==> config.mk <==
export PLATFORM = sky130hd
export DESIGN_NAME = ilp_parser
export DESIGN_NICKNAME = d
export VERILOG_FILES = /design/src/rtl/ilp_pkg.sv /design/src/rtl/ilp_pfx_decode.sv /design/src/rtl/ilp_len_table.sv /design/src/rtl/ilp_parser.sv
export SDC_FILE = /design/constraint.sdc
export NUM_CORES = 1
export LEC_CHECK = 0
export BUFFER_PORTS_ARGS = -buffer_cell sky130_fd_sc_hd__buf_2
export CAP_MARGIN = 5
export CELL_PAD_IN_SITES_DETAIL_PLACEMENT = 2
export CELL_PAD_IN_SITES_GLOBAL_PLACEMENT = 2
export CORE_MARGIN = 4
export CORE_UTILIZATION = 25
export CTS_CLUSTER_DIAMETER = 40
export DETAILED_ROUTE_END_ITERATION = 8
export HOLD_SLACK_MARGIN = 0.12
export PLACE_DENSITY_LB_ADDON = 0.25
export SKIP_LAST_GASP = 1
export SYNTH_ARGS = -nofsm -noshare
export SYNTH_HDL_FRONTEND = slang
export SYNTH_SLANG_ARGS = --single-unit
==> constraint.sdc <==
create_clock -name clk -period 4.2 [get_ports clk]
set_input_delay 1.05 -clock clk [delete_from_list [all_inputs] [get_ports clk]]
set_output_delay 1.05 -clock clk [all_outputs]
set_load 0.005 [all_outputs]
==> src/rtl/ilp_pkg.sv <==
package ilp_pkg;
  localparam int ILP_LW = 4;

  typedef enum logic [2:0] {
    ST_PFX, ST_REX, ST_ESC, ST_MODRM, ST_SIB, ST_DISP, ST_IMM
  } ilp_state_e;

  typedef enum logic [1:0] {IMM_NONE, IMM_B1, IMM_W2, IMM_Z} ilp_imm_e;

  typedef struct packed {
    logic [ILP_LW-1:0] len;
    logic [5:0]        pfx;
    logic              rex_vld;
    logic [3:0]        rex;
    logic              esc;
    logic [7:0]        opcode;
    logic              modrm_vld;
    logic [7:0]        modrm;
    logic              sib_vld;
    logic [7:0]        sib;
    logic [2:0]        disp_len;
    logic [31:0]       disp;
    logic [2:0]        imm_len;
    logic [31:0]       imm;
  } ilp_inst_t;

  // SIB present for a memory form whose rm selects the SIB escape
  function automatic logic sib_follows(input logic [7:0] modrm);
    return (modrm[7:6] != 2'b11) && (modrm[2:0] == 3'b100);
  endfunction

  function automatic logic [2:0] disp_bytes(input logic [7:0] modrm,
                                            input logic has_sib,
                                            input logic [7:0] sib);
    logic [2:0] base;
    base = has_sib ? sib[2:0] : modrm[2:0];
    case (modrm[7:6])
      2'b01:   return 3'd1;
      2'b10:   return 3'd4;
      2'b00:   return (base == 3'b101) ? 3'd4 : 3'd0;
      default: return 3'd0;
    endcase
  endfunction

  function automatic logic [2:0] imm_bytes(input ilp_imm_e cls, input logic opsz);
    case (cls)
      IMM_B1:  return 3'd1;
      IMM_W2:  return 3'd2;
      IMM_Z:   return opsz ? 3'd2 : 3'd4;
      default: return 3'd0;
    endcase
  endfunction
endpackage

==> src/rtl/ilp_pfx_decode.sv <==
module ilp_pfx_decode (
  input  logic [7:0] byte_i,
  input  logic       mode64_i,
  output logic       legacy_o,
  output logic [5:0] bits_o,
  output logic       rex_o
);
  always_comb begin
    bits_o = 6'b0;
    case (byte_i)
      8'hF0: bits_o[0] = 1'b1;
      8'hF2: bits_o[1] = 1'b1;
      8'hF3: bits_o[2] = 1'b1;
      8'h66: bits_o[3] = 1'b1;
      8'h67: bits_o[4] = 1'b1;
      8'h26, 8'h2E, 8'h36, 8'h3E, 8'h64, 8'h65: bits_o[5] = 1'b1;
      default: bits_o = 6'b0;
    endcase
    legacy_o = |bits_o;
    rex_o    = mode64_i && (byte_i[7:4] == 4'h4);
  end
endmodule

==> src/rtl/ilp_len_table.sv <==
module ilp_len_table import ilp_pkg::*; (
  input  logic [7:0] op_i,
  input  logic       esc_i,
  output logic       modrm_o,
  output ilp_imm_e   imm_o
);
  always_comb begin
    modrm_o = 1'b0;
    imm_o   = IMM_NONE;
    if (esc_i) begin
      if (op_i[7:4] == 4'h8) imm_o = IMM_Z;
      else if (op_i == 8'h05 || op_i == 8'h0B || op_i == 8'h31 || op_i == 8'hA2) modrm_o = 1'b0;
      else modrm_o = 1'b1;
    end else if (op_i < 8'h40) begin
      case (op_i[2:0])
        3'd0, 3'd1, 3'd2, 3'd3: modrm_o = 1'b1;
        3'd4:    imm_o = IMM_B1;
        3'd5:    imm_o = IMM_Z;
        default: imm_o = IMM_NONE;
      endcase
    end else begin
      casez (op_i)
        8'b0111_????, 8'h6A, 8'hEB, 8'b1011_0???: imm_o = IMM_B1;
        8'h68, 8'hE8, 8'hE9, 8'b1011_1???:        imm_o = IMM_Z;
        8'h69, 8'h81, 8'hC7: begin modrm_o = 1'b1; imm_o = IMM_Z;  end
        8'h6B, 8'h80, 8'h82, 8'h83, 8'hC6: begin modrm_o = 1'b1; imm_o = IMM_B1; end
        8'b1000_01??, 8'b1000_1???: modrm_o = 1'b1;
        8'hC2:   imm_o = IMM_W2;
        default: imm_o = IMM_NONE;
      endcase
    end
  end
endmodule

==> src/rtl/ilp_parser.sv <==
module ilp_parser import ilp_pkg::*; #(
  parameter int MAX_LEN = 15
) (
  input  logic        clk,
  input  logic        rst,
  input  logic        mode64,
  input  logic        in_valid,
  input  logic [7:0]  in_data,
  output logic        in_ready,
  output logic        out_done,
  output logic        out_err,
  output logic [3:0]  out_len,
  output logic [5:0]  out_pfx,
  output logic        out_rex_vld,
  output logic [3:0]  out_rex,
  output logic        out_esc,
  output logic [7:0]  out_opcode,
  output logic        out_modrm_vld,
  output logic [7:0]  out_modrm,
  output logic        out_sib_vld,
  output logic [7:0]  out_sib,
  output logic [2:0]  out_disp_len,
  output logic [31:0] out_disp,
  output logic [2:0]  out_imm_len,
  output logic [31:0] out_imm
);
  localparam logic [ILP_LW-1:0] LEN_LIMIT = ILP_LW'(MAX_LEN);

  ilp_state_e st_q, nst;
  ilp_inst_t  work_q, nxt, out_q;
  logic [2:0] fld_q, nfld;
  logic       ready_q, done_q, err_q;

  // named internal events
  logic accept, fin, ovf, take_op, tail, tail_imm;
  logic pf_legacy, pf_rex, tb_modrm;
  logic [5:0] pf_bits;
  ilp_imm_e tb_imm;

  assign accept = in_valid && ready_q;

  ilp_pfx_decode u_pfx (
    .byte_i(in_data), .mode64_i(mode64),
    .legacy_o(pf_legacy), .bits_o(pf_bits), .rex_o(pf_rex)
  );

  ilp_len_table u_tbl (
    .op_i(in_data), .esc_i(st_q == ST_ESC),
    .modrm_o(tb_modrm), .imm_o(tb_imm)
  );

  always_comb begin
    nxt      = work_q;
    nxt.len  = work_q.len + 1'b1;
    nst      = st_q;
    nfld     = fld_q;
    fin      = 1'b0;
    take_op  = 1'b0;
    tail     = 1'b0;
    tail_imm = 1'b0;
    case (st_q)
      ST_PFX: begin
        if (pf_legacy) nxt.pfx = work_q.pfx | pf_bits;
        else if (pf_rex) begin
          nxt.rex_vld = 1'b1;
          nxt.rex     = in_data[3:0];
          nst         = ST_REX;
        end else take_op = 1'b1;
      end
      ST_REX, ST_ESC: take_op = 1'b1;
      ST_MODRM: begin
        nxt.modrm_vld = 1'b1;
        nxt.modrm     = in_data;
        if (sib_follows(in_data)) nst = ST_SIB;
        else begin
          nxt.disp_len = disp_bytes(in_data, 1'b0, 8'h00);
          tail = 1'b1;
        end
      end
      ST_SIB: begin
        nxt.sib_vld  = 1'b1;
        nxt.sib      = in_data;
        nxt.disp_len = disp_bytes(work_q.modrm, 1'b1, in_data);
        tail = 1'b1;
      end
      ST_DISP: begin
        nxt.disp[{fld_q[1:0], 3'b000} +: 8] = in_data;
        nfld = fld_q + 3'd1;
        if (nfld == work_q.disp_len) begin
          nfld = 3'd0;
          tail_imm = 1'b1;
        end
      end
      ST_IMM: begin
        nxt.imm[{fld_q[1:0], 3'b000} +: 8] = in_data;
        nfld = fld_q + 3'd1;
        if (nfld == work_q.imm_len) begin
          nfld = 3'd0;
          fin = 1'b1;
        end
      end
      default: nst = ST_PFX;
    endcase
    if (take_op) begin
      if (st_q != ST_ESC && in_data == 8'h0F) begin
        nxt.esc = 1'b1;
        nst     = ST_ESC;
      end else begin
        nxt.opcode  = in_data;
        nxt.imm_len = imm_bytes(tb_imm, nxt.pfx[3]);
        if (tb_modrm) nst = ST_MODRM;
        else tail_imm = 1'b1;
      end
    end
    if (tail) begin
      if (nxt.disp_len != 3'd0) nst = ST_DISP;
      else tail_imm = 1'b1;
    end
    if (tail_imm) begin
      if (nxt.imm_len != 3'd0) nst = ST_IMM;
      else fin = 1'b1;
    end
    ovf = !fin && (nxt.len == LEN_LIMIT);
  end

  always_ff @(posedge clk) begin
    if (rst) begin
      st_q    <= ST_PFX;
      work_q  <= '0;
      fld_q   <= '0;
      out_q   <= '0;
      ready_q <= 1'b0;
      done_q  <= 1'b0;
      err_q   <= 1'b0;
    end else begin
      ready_q <= 1'b1;
      done_q  <= accept && fin;
      err_q   <= accept && ovf;
      if (accept) begin
        if (fin || ovf) begin
          work_q <= '0;
          st_q   <= ST_PFX;
          fld_q  <= '0;
          if (fin) out_q <= nxt;
        end else begin
          work_q <= nxt;
          st_q   <= nst;
          fld_q  <= nfld;
        end
      end
    end
  end

  assign in_ready      = ready_q;
  assign out_done      = done_q;
  assign out_err       = err_q;
  assign out_len       = out_q.len;
  assign out_pfx       = out_q.pfx;
  assign out_rex_vld   = out_q.rex_vld;
  assign out_rex       = out_q.rex;
  assign out_esc       = out_q.esc;
  assign out_opcode    = out_q.opcode;
  assign out_modrm_vld = out_q.modrm_vld;
  assign out_modrm     = out_q.modrm;
  assign out_sib_vld   = out_q.sib_vld;
  assign out_sib       = out_q.sib;
  assign out_disp_len  = out_q.disp_len;
  assign out_disp      = out_q.disp;
  assign out_imm_len   = out_q.imm_len;
  assign out_imm       = out_q.imm;

  assert_done_err_excl_R12: assert property (@(posedge clk) disable iff (rst)
    !(out_done && out_err));
  assert_err_pulse_R12: assert property (@(posedge clk) disable iff (rst)
    out_err |=> !out_err);
  assert_len_bound_R11: assert property (@(posedge clk) disable iff (rst)
    out_done |-> (out_len != 4'd0) && (out_len <= LEN_LIMIT));
  assert_done_resync_R11: assert property (@(posedge clk) disable iff (rst)
    out_done |-> st_q == ST_PFX);
  assert_sib_rule_R8: assert property (@(posedge clk) disable iff (rst)
    (out_done && out_sib_vld) |-> out_modrm_vld && out_modrm[7:6] != 2'b11 && out_modrm[2:0] == 3'b100);
  assert_disp_mod1_R9: assert property (@(posedge clk) disable iff (rst)
    (out_done && out_modrm_vld && out_modrm[7:6] == 2'b01) |-> out_disp_len == 3'd1);
  assert_rex_mode_R3: assert property (@(posedge clk) disable iff (rst)
    (accept && st_q == ST_PFX && pf_rex) |-> mode64 && in_data[7:4] == 4'h4);
  assert_idle_hold_R13: assert property (@(posedge clk) disable iff (rst)
    !accept |=> $stable(st_q) && $stable(work_q));
endmodule

==> flow_summary_export.csv, run 1 <==
group,metric,value,unit
timing,slew_headroom,25.3,%
yosys,yosys-top-cells-area,"dfxtp_1 45%, a211oi_1 7.5%, nor3_1 6.3%",
worst_setup_path,crit_path_cell_trace,"buf_2 > buf_4 > nor3b_1 > nand4b_1 > and2_1 > and2_0 > a31oi_1 > buf_4 > o2111a_4 > buf_12 > nor3_1 > a211oi_1",
yosys,postSynthNetCount,1249,
floorplan,fp.dieArea,0.0448,mm²
global_route,grt_pass1_wl,67.5,mm
detailed_routing,drc,0,
global_route,grt_max_degree,100,
placement,gp_congestion,0.862,
floorplan,num_rows,74,
worst_setup_path,path_common_cell,"buf_4",
detailed_routing,viasPerCell,5.31,
worst_setup_path,worstPathMaxFanout,31,
yosys,syn_avg_cell_area,8.43,µm²
global_route,grt_pass1_vias,11028,
hold_path,hold_class,"reg -> reg",
detailed_routing,wirelength,43.8,mm
clock_network,clock_path_buffers,3,
yosys,synth_common_cells,"233 x dfxtp_1, 130 x nor3_1, 108 x nand2_1, 104 x a211oi_1, 79 x nor2_1",
final_layout,nets,1374,
timing,worst_pin_slew,1110,ps
global_route,antenna_found_initial,1,
timing,maxSlewViolCount,0,
global_route,grt_overflow,0,
timing,finalHoldViolCount,0,
yosys,ys_seq_area_share,45.0,%
final_layout,multi_input_area,0.00498,mm²
floorplan,core_area,0.0409,mm²
floorplan,die_y,212,µm
yosys,synth.cell_area,0.0104,mm²
timing,setup_viol,0,
clock_network,h-tree-depth,2,
clock_network,hold_buffers,0,
yosys,ys_ff_latch,233,
yosys,yosysTopAreaCell,"dfxtp_1",
worst_setup_path,max_stage_delay,480,ps
placement,io_buffers,126,
timing,rsz0062_at_grt,"false",
worst_setup_path,slowest_stage,"o2111a_4",
global_route,grt.total_usage,19.1,%
placement,hpwl,30.8,mm
clock_network,cts_resized,0,
yosys,synth-async-reset-ratio,0,%
placement,place_inst,1845,
final_layout,drive_above_1_share,20.1,%
final_layout,fin_area,0.0131,mm²
yosys,yosys.cell_types.count,71,
clock_network,tritoncts,"done",
yosys,synth_edf_count,0,
power,leakagePower,0.00472,µW
floorplan,fp.dieW,212,µm
detailed_routing,wl_per_cell,22.8,µm
worst_setup_path,setup.worst_path.end_class,"register",
floorplan,io_pins,127,
yosys,synth_flop_cell,"dfxtp_1",
worst_setup_path,required,4630,ps
outcome,status,"complete, no violations",
clock_network,numCtsBuffers,40,
detailed_routing,vias,10181,
yosys,synth_top_area_share,45.0,%
floorplan,start_util,25.3,%
detailed_routing,ant_nets,0,
final_layout,area_delta_synth_final,26.7,%
yosys,postSynthCellCount,1230,
flow_run,maxCapViolCount,0,
timing,final.setup_skew,12.4,ps
clock_network,cts_sinks,233,
placement,placed_cell_area,0.0118,mm²
power,vdd_drop_max,0.229,mV
worst_setup_path,cp.arrival,4170,ps
detailed_routing,drt_iter0_drc,473,
clock_network,post_cts_buffers,0,
clock_network,clock_latency,530,ps
clock_network,clkSlewWorstSetupHoldPaths,50,ps
timing,min_period_over_period,89.1,%
detailed_routing,drt-pass1-iter-count,4,
final_layout,register_area,0.00466,mm²
yosys,yosysWarningCount,0,
worst_setup_path,worstSetupStartpointType,"input pin",
yosys,yosysMostFrequentCell,"dfxtp_1",
power,power_density,526,mW/mm²
clock_network,cts_root_buffer,"clkbuf_16",
timing,period_minus_slack,3740,ps
timing,max_freq,267,MHz
final_layout,fill_cells,4645,
final_layout,fin_cells,1919,
worst_setup_path,critical_path_class,"in -> reg",
final timing paths:
path / start / endpoint / slack, ps / cells past startpoint
worst min-delay path: work_q[49] / work_q[49] / 450 / 2
worst max-delay path: in_data[6] / out_disp[12] / 460 / 12
worst min register to register: work_q[49] / work_q[49] / 450 / 2
worst max register to register: st_q[1] / work_q[84] / 690 / 11
state kept, by name, summed over array words and instances, names as in the netlist, 3 cells and up:
| name | flops |
|---|---|
| out_pfx | 6 |
| out_len | 4 |
| out_imm | 32 |
| out_sib | 8 |
| out_rex | 4 |
| out_imm_len | 3 |
| fld_q | 3 |
| out_opcode | 8 |
| work_q | 112 |
| out_disp_len | 3 |
| out_modrm | 8 |
| out_disp | 32 |
| st_q | 3 |
cell families (layout without fill, tap and decap cells):
family                   count (synthesis)  count (layout)  share of synthesized area (%)
flip-flops                             233             233                           45.0
other                                    0               1                              0
AND/OR/NAND/NOR                        406             406                           18.8
XOR/XNOR                                10              10                          0.844
AO/OA/AOI/OAI                          389             389                           26.6
buffers and inverters                  177             333                           7.21
multiplexers                             8               8                          0.784
adder cells (fa/ha/maj)                  7               7                          0.844
through the flow:
| step | hold slack (ps) | setup TNS, ps | setup slack, ps | util, % | power [µW] |
|---|---|---|---|---|---|
| 2_1_floorplan | 425 | 0 | 680 | - | 3160 |
| 3_3_place_gp | 435 | 0 | 32.7 | 28.8 | 3640 |
| 3_5_place_dp | 446 | -123 | -22.1 | 28.8 | 3670 |
| 4_1_cts | 453 | 0 | 483 | 32.1 | 7010 |
| 5_1_grt | 470 | 0 | 192 | 32.1 | 7230 |
| 6_report | 451 | 0 | 459 | 32.1 | 6910 |
cells in the final DEF, fill, tap and decap left out, types with 12 or more instances in the layout:
cell type	count
nand2_1	108
a22oi_1	47
dfxtp_1	233
inv_1	62
a21oi_1	63
buf_2	125
clkbuf_16	41
nand4_1	17
buf_4	61
o22ai_1	21
o21ai_1	12
nand3_1	22
nor2_1	78
o32ai_1	45
a211oi_1	104
nor3_1	130
o21ai_0	37
report_power, final:
| part | internal [µW] | total, µW | switching [µW] |
|---|---|---|---|
| Sequential | 2370 | 2470 | 101 |
| Clock | 2130 | 3300 | 1170 |
| Combinational | 432 | 1140 | 712 |
worst max-delay path: cells and delay by family:
kind / cells / cell delay, ps
AND/OR/NAND/NOR: 5 / 1160
AO/OA/AOI/OAI: 3 / 1050
buffers and inverters: 4 / 890
cell type report:
cell class	instances	share of cell area, %
diodes	1	0.0190
clock inverters	21	1.79
inverters	67	1.91
clock buffers	52	8.50
flip-flops and latches	233	35.5
repair buffers	193	9.31
well taps	532	5.07
multi-input cells	820	37.9
metal layers:
layer	global-route usage [%]	part of all wire [%]	vias to the layer above
met3	2.76	3.0	47
met4	4.44	1.6	0
li1	-	-	4820
met2	33.7	50	160
met5	0	0	-
met1	24.8	45	5154
(Power assumes the default switching activity.)
==> run 2, diff against run 1 <==
- CTS_BUF_LIST: default -> sky130_fd_sc_hd__clkbuf_16
- CTS_CLUSTER_DIAMETER: 40 -> default
==> run 2 against run 1 <==
  * Cell count shrank 1.1%
  * Worst setup slack lost 6.4 ps
  * Clock skew grew 11 ps
  * Cell area shrank 3.0%
  * Clock power shrank 23%
  * Worst hold slack gained 1.6 ps
  * Critical path depth is the same
  * Register-to-register slack is essentially flat
  * Die area is the same
  * Sequential power is essentially flat
  * Critical path type unchanged
==> flow_summary_export.csv, run 2 (same netlist as run 1, synthesis figures left out) <==
group,metric,value,unit
detailed_routing,ant_nets,0,
clock_network,numCtsBuffers,28,
timing,period_minus_slack,3750,ps
power,leakagePower,0.00453,µW
hold_path,min_from,"work_q[49]",
worst_setup_path,path_common_cell,"buf_4",
floorplan,io_pins,127,
final_layout,largest_reg_flops,112,
timing,finalHoldViolCount,0,
final_layout,nets,1362,
global_route,grt.total_usage,18.9,%
global_route,grt_pass1_vias,10786,
global_route,grt_pass1_wl,67.0,mm
floorplan,start_util,25.3,%
worst_setup_path,slowest_stage,"o2111a_4",
final_layout,register_area,0.00466,mm²
worst_setup_path,critical_path_depth,12,
timing,holdWs,453,ps
timing,fin_tns_setup,0,ps
clock_network,clkSlewWorstSetupHoldPaths,60,ps
detailed_routing,drt_iter0_drc,480,
timing,min_period_over_period,89.2,%
worst_setup_path,required,4650,ps
floorplan,fp.dieArea,0.0448,mm²
clock_network,cts_root_buffer,"clkbuf_16",
worst_setup_path,critical_path_class,"in -> reg",
timing,slew_headroom,24.5,%
worst_setup_path,worstPathMaxFanout,31,
clock_network,clock_latency,570,ps
final_layout,top_register,"work_q",
worst_setup_path,setup.worst_path.end_class,"register",
outcome,status,"complete, no violations",
worst_setup_path,crit_family,"simple AND/OR/NAND/NOR gates",
final_layout,multi_input_area,0.00498,mm²
hold_path,hold_end,"work_q[49]",
placement,io_buffers,126,
worst_setup_path,cp.arrival,4200,ps
worst_setup_path,worstSetupStartpointType,"input pin",
worst_setup_path,startpoint,"in_data[6]",
worst_setup_path,reg2reg_slack,700,ps
final_layout,drive_above_1_share,18.4,%
timing,maxSlewViolCount,0,
final_layout,final_common_cell,"dfxtp_1",
timing,rsz0062_at_grt,"false",
power,vdd_drop_max,0.276,mV
worst_setup_path,max_stage_delay,490,ps
global_route,grt_max_degree,100,
placement,gp_congestion,0.862,
floorplan,num_rows,74,
worst_setup_path,crit_buf_inv,4,
detailed_routing,vias,10039,
worst_setup_path,worstReg2RegEnd,"out_sib[5]",
hold_path,hold_depth,2,
clock_network,clock_path_buffers,3,
detailed_routing,drc,0,
timing,worst_pin_slew,1130,ps
clock_network,h-tree-depth,1,
detailed_routing,wirelength,43.6,mm
worst_setup_path,ff2ff_path_depth,10,
detailed_routing,wl_per_cell,22.9,µm
clock_network,hold_buffers,0,
detailed_routing,drt-pass1-iter-count,4,
timing,final.setup_skew,23.5,ps
floorplan,core_area,0.0409,mm²
clock_network,tritoncts,"done",
worst_setup_path,crit_path_cell_trace,"buf_2 > buf_4 > nor3b_1 > nand4b_1 > and2_1 > and2_0 > a31oi_1 > buf_4 > o2111a_4 > buf_12 > nor3_1 > a211oi_1",
clock_network,cts_resized,0,
final_layout,area_delta_synth_final,22.8,%
clock_network,cts_sinks,233,
placement,hpwl,30.8,mm
clock_network,post_cts_buffers,0,
floorplan,fp.dieW,212,µm
flow_run,maxCapViolCount,0,
final_layout,fill_cells,4666,
final_layout,final_cell_mix,"233 x dfxtp_1, 130 x nor3_1, 125 x buf_2",
global_route,grt_overflow,0,
power,power_density,483,mW/mm²
floorplan,die_y,212,µm
global_route,antenna_found_initial,1,
worst_setup_path,r2r_start,"st_q[1]",
timing,max_freq,267,MHz
timing,setup_viol,0,
detailed_routing,viasPerCell,5.29,
hold_path,hold_class,"reg -> reg",
run 2: cell types whose count changed in the layout (fill, tap and decap cells not counted), sizes merged:
cell	previous run	this run
clkinv	14	17
bufinv	4	5
clkinvlp	3	1
inv	67	68
clkbuf	52	28
run 2: stage by stage:
| stage | std cells | power [µW] | setup slack [ps] | cell area, µm² | util (%) |
|---|---|---|---|---|---|
| 2_1_floorplan | 1230 | 3160 | 680 | 10400 | - |
| 3_3_place_gp | 1845 | 3640 | 32.7 | 11800 | 28.8 |
| 3_5_place_dp | 1845 | 3670 | -22.1 | 11800 | 28.8 |
| 4_1_cts | 1897 | 6240 | 512 | 12700 | 31.1 |
| 5_1_grt | 1898 | 6450 | 215 | 12700 | 31.1 |
| 6_report | 1898 | 6150 | 452 | 12700 | 31.1 |
run 2: final cells by class:
cell class	count	area share, %
Multi-Input combinational cell	820	39.1
Sequential cell	233	36.6
Timing Repair Buffer	193	9.60
Clock buffer	28	5.50
Tap cell	532	5.22
Clock inverter	24	1.97
Inverter	67	1.97
Antenna cell	1	0.0196
run 2: report_power, final:
part	switching [µW]	total, µW	internal [µW]
clock	1020	2540	1520
sequential	99.8	2460	2360
combinational	711	1140	432
run 2: layer usage:
layer  track usage, %  vias up  share of wire [%]
li1                 -     4770                  -
met1             25.2     5071                 46
met2             33.1      149                 49
met3             2.10       49                3.1
met4             4.44        0                2.0
met5                0        -                  0
run 2: worst max path at each step:
stage	to	slack, ps
after floorplan	out_imm[10]	680
after global placement	out_disp[4]	30
after detailed placement	out_disp[3]	-20
after CTS	out_sib[5]	510
after global routing	out_sib[5]	220
final	out_sib[5]	450
run 2: worst register-to-register path, cell delays in order, from the launching register on:
cell and delay [ps]:
dfxtp_1 670, nor2_1 170, nand2_1 100, buf_4 240
o32ai_1 160, or4b_4 560, a211oi_2 370, o2111a_4 520
buf_12 250, nor3_1 90, a211oi_1 250
